$ cat src/rtl/sixstep_pkg.sv
package sixstep_pkg;
  localparam int NUM_LEGS  = 3;
  localparam int NUM_STEPS = 6;
  localparam int IDX_W     = 3;

  // Leg A is high in steps 5, 0 and 1; each later leg is leg A delayed by two steps.
  function automatic logic upper_on(input logic [IDX_W-1:0] step, input int leg);
    int s;
    s = (int'(step) + NUM_STEPS * 2 - 2 * leg) % NUM_STEPS;
    return (s == 0) || (s == 1) || (s == 5);
  endfunction

  function automatic logic [IDX_W-1:0] step_after(input logic [IDX_W-1:0] step);
    return (int'(step) >= NUM_STEPS - 1) ? '0 : step + 1'b1;
  endfunction
endpackage

$ cat src/rtl/sixstep_step_timer.sv
module sixstep_step_timer
  import sixstep_pkg::*;
#(
  parameter int CNT_W = 16
) (
  input  logic                 clk,
  input  logic                 rst_n,
  input  logic                 en,
  input  logic [CNT_W-1:0]     step_len,
  output logic [IDX_W-1:0]     step_idx,
  output logic                 step_adv
);
  logic [CNT_W-1:0] dwell;
  logic [CNT_W-1:0] limit;

  assign limit    = (step_len == '0) ? CNT_W'(1) : step_len;
  assign step_adv = en && (dwell >= limit - CNT_W'(1));

  always_ff @(posedge clk) begin
    if (!rst_n || !en) begin
      dwell    <= '0;
      step_idx <= '0;
    end else if (step_adv) begin
      dwell    <= '0;
      step_idx <= step_after(step_idx);
    end else begin
      dwell    <= dwell + CNT_W'(1);
    end
  end
endmodule

$ cat src/rtl/sixstep_leg.sv
module sixstep_leg
  import sixstep_pkg::*;
#(
  parameter int DT_W = 8,
  parameter int LEG  = 0
) (
  input  logic             clk,
  input  logic             rst_n,
  input  logic             en,
  input  logic [IDX_W-1:0] step_idx,
  input  logic [DT_W-1:0]  dead_len,
  output logic             gate_hi,
  output logic             gate_lo,
  output logic             settled
);
  logic            want_p;
  logic            cur_p;
  logic [DT_W-1:0] dcnt;

  assign want_p = upper_on(step_idx, LEG);

  always_ff @(posedge clk) begin
    if (!rst_n || !en) begin
      cur_p   <= upper_on(IDX_W'(0), LEG);
      settled <= 1'b0;
      dcnt    <= '0;
      gate_hi <= 1'b0;
      gate_lo <= 1'b0;
    end else if (want_p != cur_p) begin
      cur_p <= want_p;
      dcnt  <= DT_W'(1);
      if (dead_len == '0) begin
        settled <= 1'b1;
        gate_hi <= want_p;
        gate_lo <= !want_p;
      end else begin
        settled <= 1'b0;
        gate_hi <= 1'b0;
        gate_lo <= 1'b0;
      end
    end else if (!settled) begin
      if (dcnt >= dead_len) begin
        settled <= 1'b1;
        gate_hi <= cur_p;
        gate_lo <= !cur_p;
      end else begin
        dcnt <= dcnt + DT_W'(1);
      end
    end
  end
endmodule

$ cat src/rtl/sixstep_gate_seq.sv
module sixstep_gate_seq
  import sixstep_pkg::*;
#(
  parameter int CNT_W = 16,
  parameter int DT_W  = 8
) (
  input  logic             clk,
  input  logic             rst_n,
  input  logic             en,
  input  logic [CNT_W-1:0] step_len,
  input  logic [DT_W-1:0]  dead_len,
  output logic [2:0]       gate_hi,
  output logic [2:0]       gate_lo,
  output logic [2:0]       step_idx
);
  logic                step_adv;
  logic [NUM_LEGS-1:0] leg_settled;

  sixstep_step_timer #(.CNT_W(CNT_W)) u_timer (
    .clk      (clk),
    .rst_n    (rst_n),
    .en       (en),
    .step_len (step_len),
    .step_idx (step_idx),
    .step_adv (step_adv)
  );

  for (genvar g = 0; g < NUM_LEGS; g++) begin : g_leg
    sixstep_leg #(.DT_W(DT_W), .LEG(g)) u_leg (
      .clk      (clk),
      .rst_n    (rst_n),
      .en       (en),
      .step_idx (step_idx),
      .dead_len (dead_len),
      .gate_hi  (gate_hi[g]),
      .gate_lo  (gate_lo[g]),
      .settled  (leg_settled[g])
    );
  end
endmodule

$ cat config.mk
export PLATFORM = sky130hd
export DESIGN_NAME = sixstep_gate_seq
export DESIGN_NICKNAME = d
export VERILOG_FILES = /design/src/rtl/sixstep_pkg.sv /design/src/rtl/sixstep_step_timer.sv /design/src/rtl/sixstep_leg.sv /design/src/rtl/sixstep_gate_seq.sv
export SDC_FILE = /design/constraint.sdc
export NUM_CORES = 1
export LEC_CHECK = 0
export ABC_CLOCK_PERIOD_IN_PS = 6370
export CORE_ASPECT_RATIO = 1.1
export CORE_UTILIZATION = 50
export DETAILED_ROUTE_END_ITERATION = 16
export DONT_BUFFER_PORTS = 1
export GPL_ROUTABILITY_DRIVEN = 0
export SETUP_SLACK_MARGIN = 0.4
export SLEW_MARGIN = 10
export SYNTH_ARGS = -nofsm -noshare
export SYNTH_HDL_FRONTEND = slang
export SYNTH_SLANG_ARGS = --single-unit
$ cat constraint.sdc
create_clock -name clk -period 6.37 [get_ports clk]
set_clock_uncertainty 0.05 [all_clocks]
set_input_delay 1.274 -clock clk [delete_from_list [all_inputs] [get_ports clk]]
set_output_delay 1.274 -clock clk [all_outputs]
set_load 0.02 [all_outputs]
==> results of run 1 <==
[synthesized netlist by cell type, types with 3 or more instances]
| cell type | count | share of area |
|---|---|---|
| a2111oi_0 | 5 | 0.011 |
| a211o_1 | 4 | 0.0090 |
| a211oi_1 | 5 | 0.0097 |
| a21oi_1 | 21 | 0.027 |
| a31oi_1 | 3 | 0.0048 |
| a41o_1 | 3 | 0.0077 |
| and2_1 | 4 | 0.0065 |
| buf_4 | 6 | 0.012 |
| clkbuf_1 | 4 | 0.0039 |
| dfxtp_1 | 55 | 0.28 |
| ha_1 | 56 | 0.18 |
| inv_1 | 22 | 0.021 |
| mux2i_1 | 6 | 0.015 |
| nand2_1 | 39 | 0.038 |
| nand2b_1 | 8 | 0.013 |
| nand3_1 | 11 | 0.014 |
| nand3b_1 | 3 | 0.0058 |
| nand4_1 | 11 | 0.018 |
| nor2_1 | 64 | 0.062 |
| nor3_1 | 15 | 0.019 |
| nor4_1 | 7 | 0.011 |
| o211ai_1 | 3 | 0.0058 |
| o21a_1 | 5 | 0.0097 |
| o21ai_0 | 4 | 0.0052 |
| o31ai_1 | 4 | 0.0077 |
| or4_1 | 3 | 0.0058 |
| xnor2_1 | 38 | 0.086 |
| xor2_1 | 10 | 0.023 |
[report_power, final]
part           leakage, nW  total, mW  internal, mW  switching, mW
clock network       0.0502      0.230         0.115          0.115
registers            0.444      0.350         0.346        0.00327
logic                 1.09     0.0491        0.0202         0.0288
total                 1.59      0.628         0.482          0.147
[flip-flops by register name (all words and copies together), names as in the netlist]
name and cells:
g_leg.u_leg.settled 3, g_leg.u_leg.cur_p 3, u_timer.step_idx 3, u_timer.dwell 16, g_leg.u_leg.gate_hi 3, g_leg.u_leg.dcnt 24
g_leg.u_leg.gate_lo 3
[logic make-up after synthesis]
kind of cell	Yosys count	synth area share
AO/OA/AOI/OAI	72	0.132
XOR/XNOR	49	0.113
adder cells (fa/ha/maj)	56	0.181
buffers and inverters	35	0.0436
flip-flops	55	0.284
multiplexers	6	0.0155
AND/OR/NAND/NOR	181	0.232
[cell type report]
cell class | count | area (µm²)
clock buffers | 5 | 68.8
well taps | 105 | 131
multi-input cells | 364 | 2610
inverters | 22 | 82.6
fillers | 721 | 3450
flip-flops and latches | 55 | 1100
clock inverters | 2 | 37.5
[metrics by stage]
step                instances  area (µm²)  total power, mW
CTS                       553        4030            0.638
finish                    553        4030            0.628
global route              553        4030            0.657
detailed placement        546        3920            0.407
floorplan                 454        3880            0.398
global placement          546        3920            0.405
[worst paths after layout]
| kind | start | slack, ns | depth (start not counted) | endpoint |
|---|---|---|---|---|
| min | u_timer.dwell[0] | 0.44 | 1 | u_timer.dwell[0] |
| max | step_len[11] | 1.91 | 13 | u_timer.dwell[12] |
| max reg2reg | u_timer.step_idx[2] | 3.49 | 8 | g_leg[0].u_leg.dcnt[2] |
| min reg2reg | u_timer.dwell[0] | 0.44 | 1 | u_timer.dwell[0] |
[metal layers]
metal  vias up  global-route usage  share of wire  routed length (µm)
met5         -                   0              0                   0
met4         0              0.0417         0.0086                  66
met3         5              0.0288          0.033                 254
met2        38               0.358           0.48                3670
met1      1352               0.252           0.48                3670
li1       1586                   -              -                   -
[worst reg2reg max path, delay by kind of cell (launching register included)]
kind                       cells  cell delay [ns]
AOI/OAI and AO/OA              2             0.62
xor gates and xnor gates       1             0.34
adders and majority gates      1             0.27
buffers and inverters          1             0.23
DFF                            1             0.72
and+or+nand+nor                3             0.59
==> impl_metrics.py, run 1 <==
metrics = {
    "die": {
        "die_width_um": 86.0,
        "die_h_um": 94.3,
        "fp-row-count": 33,
        "core-area_um2": 7470,
        "io-pin-count": 36,
        "initial_core_util": 0.519,
        "dieArea_um2": 8110,
    },
    "placed_design": {
        "place_worst_setup_slack_ns": 1.54,
        "hpwl_mm": 6.01,
        "port_buffers": 0,
    },
    "global_routing": {
        "grt.total_usage": 0.199,
        "grt_pass1_vias": 2845,
        "grt_overflow": 0,
        "grt_start_max_net_pins": 18,
        "grt_pass1_wl_mm": 12.9,
        "antenna_found_initial": 0,
    },
    "detailed_routing": {
        "vias": 2981,
        "drt_wl_total_mm": 7.67,
        "drtAntennaViolNets": 0,
        "dr.pass1.iters": 4,
        "routed_via_density": 5.39,
        "drc_errors": 0,
        "first_iter_violations": 86,
        "post_drt_wl_per_cell_um": 13.9,
    },
    "timing": {
        "tns_ns": 0,
        "period_share": 0.700,
        "fmax_mhz": 224,
        "fin_crit_ns": 4.46,
        "slew_headroom": 0.401,
        "setup_viol": 0,
        "slew_viol_final": 0,
        "max_slew.worst_pin.slew_ns": 0.892,
        "worst_slack_ns": 1.91,
        "holdWs_ns": 0.441,
        "hold_viol_final": 0,
        "rsz0062_at_grt": "no",
    },
    "hold_path": {
        "hold_class": "reg -> reg",
    },
    "cts": {
        "cts_buffers": 5,
        "cts_num_sinks": 55,
        "clk-insertion-delay-late_ns": 0.31,
        "clockBufferDepth": 2,
        "cts_root_buf": "clkbuf_8",
        "clk_pin_slew_ns": 0.10,
        "postCtsSetupRepairBufs": 0,
        "cts_tree": "built",
        "cts_resized": 0,
        "holdBufCountCts": 0,
        "htree_levels": 2,
    },
    "yosys": {
        "synth_nets": 537,
        "yosys_register_bits": 55,
        "synthCells": 454,
        "ys.warnings.count": 0,
        "ys_async_sr_fraction": 0,
        "synth_edf_count": 0,
        "yosys_most_used_dff": "dfxtp_1",
        "netlist_area_um2": 3880,
        "yosysUniqueCellTypes": 53,
        "synth.avg_cell_area_um2": 8.54,
        "seq_area_frac_synth": 0.284,
    },
    "final_layout": {
        "drive_gt1_frac": 0.0424,
        "syn_to_final_growth_pct": 3.91,
        "fin_util": 0.539,
        "nets": 531,
        "final_common_cell": "nor2_1",
        "final_cell_mix": "nor2_1 (64), ha_1 (56), dfxtp_1 (55)",
        "num_antenna_cells": 0,
    },
    "critical_path": {
        "arrival_ns": 4.60,
        "required_ns": 6.51,
        "path_buf_inv": 0,
        "path_common_cell": "nor2_1",
        "path_delay_family": "simple AND/OR/NAND/NOR gates",
        "cp_max_fo": 16,
        "slowest_stage": "or4_1",
        "end_kind": "flop",
        "critPathMaxStageDelay_ns": 0.57,
        "cp_cell_sequence": "or4_1 > or3_4 > nor2_1 > nor2_1 > ha_1 > nand3b_1 > xor2_1 > ha_1 > nand2_1 > o41ai_1 > a211o_1 > or2_1 > nor2_1",
        "worstSetupPathType": "in -> reg",
        "startpoint_type": "primary input",
    },
    "run_status": {
        "status": "completed",
    },
    "run": {
        "maxCapViolCount": 0,
    },
    "power": {
        "p_leak_nw": 1.59,
        "vdd.ir_drop.worst_uv": 94.1,
        "power_density_nw_per_um2": 156,
    },
}
Power figures use the tool's default switching activity.
==> run 2, diff against run 1 <==
--- a/config.mk
+++ b/config.mk
@@ -5,12 +5,13 @@
 export SDC_FILE = /design/constraint.sdc
 export NUM_CORES = 1
 export LEC_CHECK = 0
-export ABC_CLOCK_PERIOD_IN_PS = 6370
+export ABC_CLOCK_PERIOD_IN_PS = 4000
 export CORE_ASPECT_RATIO = 1.1
 export CORE_UTILIZATION = 50
 export DETAILED_ROUTE_END_ITERATION = 16
 export DONT_BUFFER_PORTS = 1
 export GPL_ROUTABILITY_DRIVEN = 0
+export PLACE_DENSITY = 0.68
 export SETUP_SLACK_MARGIN = 0.4
 export SLEW_MARGIN = 10
 export SYNTH_ARGS = -nofsm -noshare
==> constraint.sdc (replaced) <==
create_clock -name clk -period 4 [get_ports clk]
set_clock_uncertainty 0.05 [all_clocks]
set_input_delay 0.8 -clock clk [delete_from_list [all_inputs] [get_ports clk]]
set_output_delay 0.8 -clock clk [all_outputs]
set_load 0.02 [all_outputs]
==> run 2 against run 1 <==
Effect of this change:
- clock power is 30% higher
- wire length fell by 1.0%
- die area is the same
- hold slack worse by 0.0067 ns
- flip-flop and latch count is the same
- final area increased by 3.0%
- total power rose by 50%
- first-iteration DRC count fell by 12%
- critical path depth grew 2
- sequential share of layout area down 0.81 points
- via count increased by 3.7%
- cell count is 2.0% higher
- critical path type unchanged
==> impl_metrics.py, run 2 (same netlist as run 1, synthesis figures left out) <==
metrics = {
    "final_layout": {
        "reg_top3": "g_leg.u_leg.dcnt x24, u_timer.dwell x16",
        "final_common_cell": "nor2_1",
        "final-seq-area_um2": 1100,
        "syn_to_final_growth_pct": 7.07,
        "num_antenna_cells": 0,
        "top_register": "g_leg.u_leg.dcnt",
        "fin_util": 0.555,
        "largest_reg_flops": 24,
        "nets": 541,
        "final_cell_mix": "nor2_1 (56), ha_1 (55), dfxtp_1 (55)",
        "drive_gt1_frac": 0.0893,
        "fillerInstances": 701,
        "postLayoutCellArea_um2": 4150,
        "multi_input_area_um2": 2670,
    },
    "global_routing": {
        "grt.total_usage": 0.206,
        "grt_start_max_net_pins": 18,
        "antenna_found_initial": 0,
        "grt_overflow": 0,
        "grt_pass1_vias": 3153,
        "grt_pass1_wl_mm": 13.5,
    },
    "die": {
        "initial_core_util": 0.519,
        "die_width_um": 86.0,
        "die_h_um": 94.3,
        "core-area_um2": 7470,
        "io-pin-count": 36,
        "dieArea_um2": 8110,
        "fp-row-count": 33,
    },
    "cts": {
        "cts_buffers": 5,
        "cts_root_buf": "clkbuf_8",
        "htree_levels": 2,
        "cts_num_sinks": 55,
        "clk_pin_slew_ns": 0.10,
        "clockBufferDepth": 2,
        "cts_tree": "built",
        "clk-insertion-delay-late_ns": 0.31,
    },
    "power": {
        "combPwrFrac": 0.092,
        "vdd.ir_drop.worst_uv": 157,
        "switching_share": 0.245,
        "p_switching_uw": 231,
        "internal-power_uw": 713,
        "clkPwrFrac": 0.318,
        "p_leak_nw": 1.64,
        "seqPwrFrac": 0.590,
        "total_power_uw": 944,
        "power_density_nw_per_um2": 227,
    },
    "run_status": {
        "status": "completed",
    },
    "critical_path": {
        "worstSetupPathType": "in -> reg",
        "end_kind": "flop",
        "startpoint_type": "primary input",
        "r2r_cells": 8,
        "arrival_ns": 3.73,
        "required_ns": 4.13,
        "reg2reg_slack_ns": 1.05,
        "critPathLaunch": "step_len[11]",
        "r2r_start": "u_timer.step_idx[2]",
        "cp_max_fo": 4,
        "r2r-end": "g_leg[0].u_leg.dcnt[1]",
    },
    "timing": {
        "period_share": 0.899,
        "fmax_mhz": 278,
        "slew_viol_final": 0,
        "setup_viol": 0,
        "slew_headroom": 0.395,
        "max_slew.worst_pin.slew_ns": 0.900,
        "rsz0062_at_grt": "yes",
        "fin_crit_ns": 3.59,
        "tns_ns": 0,
        "hold_viol_final": 0,
    },
    "hold_path": {
        "hold_path_end": "u_timer.dwell[0]",
        "hp-start": "u_timer.dwell[0]",
        "worstHoldPathCells": 1,
        "hold_class": "reg -> reg",
    },
    "detailed_routing": {
        "vias": 3091,
        "drc_errors": 0,
        "dr.pass1.iters": 4,
        "post_drt_wl_per_cell_um": 13.5,
        "routed_via_density": 5.48,
        "first_iter_violations": 76,
        "drt_wl_total_mm": 7.59,
        "drtAntennaViolNets": 0,
    },
    "placed_design": {
        "port_buffers": 0,
        "hpwl_mm": 5.88,
        "dpl_cell_area_um2": 3990,
    },
    "run": {
        "maxCapViolCount": 0,
    },
}
## run 2: changes by cell type in the layout (fill, tap and decap cells not counted), sizes merged
cell	before	now
buf	0	10
clkinvlp	1	0
bufinv	1	0
clkbuf	5	7
clkinv	0	1
## run 2: what timing repair did
action | in CTS | in global routing
endpoints found under the setup margin | 17 | 19
hold buffers | 0 | 0
buffers inserted | 2 | 0
pin swaps | 15 | 13
resized for setup | 8 | 9
## run 2: area by class of cell
| class | count | share of cell area |
|---|---|---|
| Clock inverter | 1 | 0.00121 |
| Multi-Input combinational cell | 364 | 0.643 |
| Tap cell | 105 | 0.0317 |
| Timing Repair Buffer | 10 | 0.0208 |
| Sequential cell | 55 | 0.265 |
| Inverter | 22 | 0.0199 |
| Clock buffer | 7 | 0.0184 |
## run 2: power by group through the flow
stage / Clock, mW / Sequential (mW) / Combinational [mW]
after global routing: 0.335 / 0.558 / 0.101
after detailed placement: 0 / 0.569 / 0.0823
after CTS: 0.309 / 0.557 / 0.0849
after floorplan: 0 / 0.568 / 0.0657
final: 0.300 / 0.557 / 0.0873
after global placement: 0 / 0.569 / 0.0794
## run 2: how the worst max path moves through the flow
stage	slack, ns	to	cells after the start
after floorplan	0.03	u_timer.dwell[0]	15
after global placement	0.07	u_timer.dwell[15]	14
after detailed placement	0.02	u_timer.dwell[2]	14
after CTS	0.40	u_timer.step_idx[2]	14
after global routing	0.30	u_timer.step_idx[1]	15
final	0.41	u_timer.step_idx[1]	15
## run 2: metrics by stage
step                      hold slack, ns  setup slack [ns]  cells
after detailed placement           0.418            0.0182    554
after CTS                          0.441             0.405    564
after global routing               0.462             0.299    564
after floorplan                    0.382            0.0289    454
after global placement             0.413            0.0682    554
final                              0.435             0.406    564
## run 2: routing by layer
metal  track usage  vias up  routed length (µm)
met1         0.247     1439                3530
met4        0.0653        0                  78
met2         0.373       44                3690
met5             0        -                   0
li1              -     1603                   -
met3        0.0367        5                 295
## run 2: critical path: stages
cell	delay (ns)
or4_4	0.52
or3_4	0.40
nor2_4	0.09
nor2_2	0.06
ha_4	0.17
xnor2_2	0.13
ha_1	0.30
a211o_1	0.25
a31oi_1	0.17
o41ai_2	0.08
a211o_1	0.32
buf_6	0.13
buf_4	0.14
nand4_1	0.08
o31ai_1	0.08
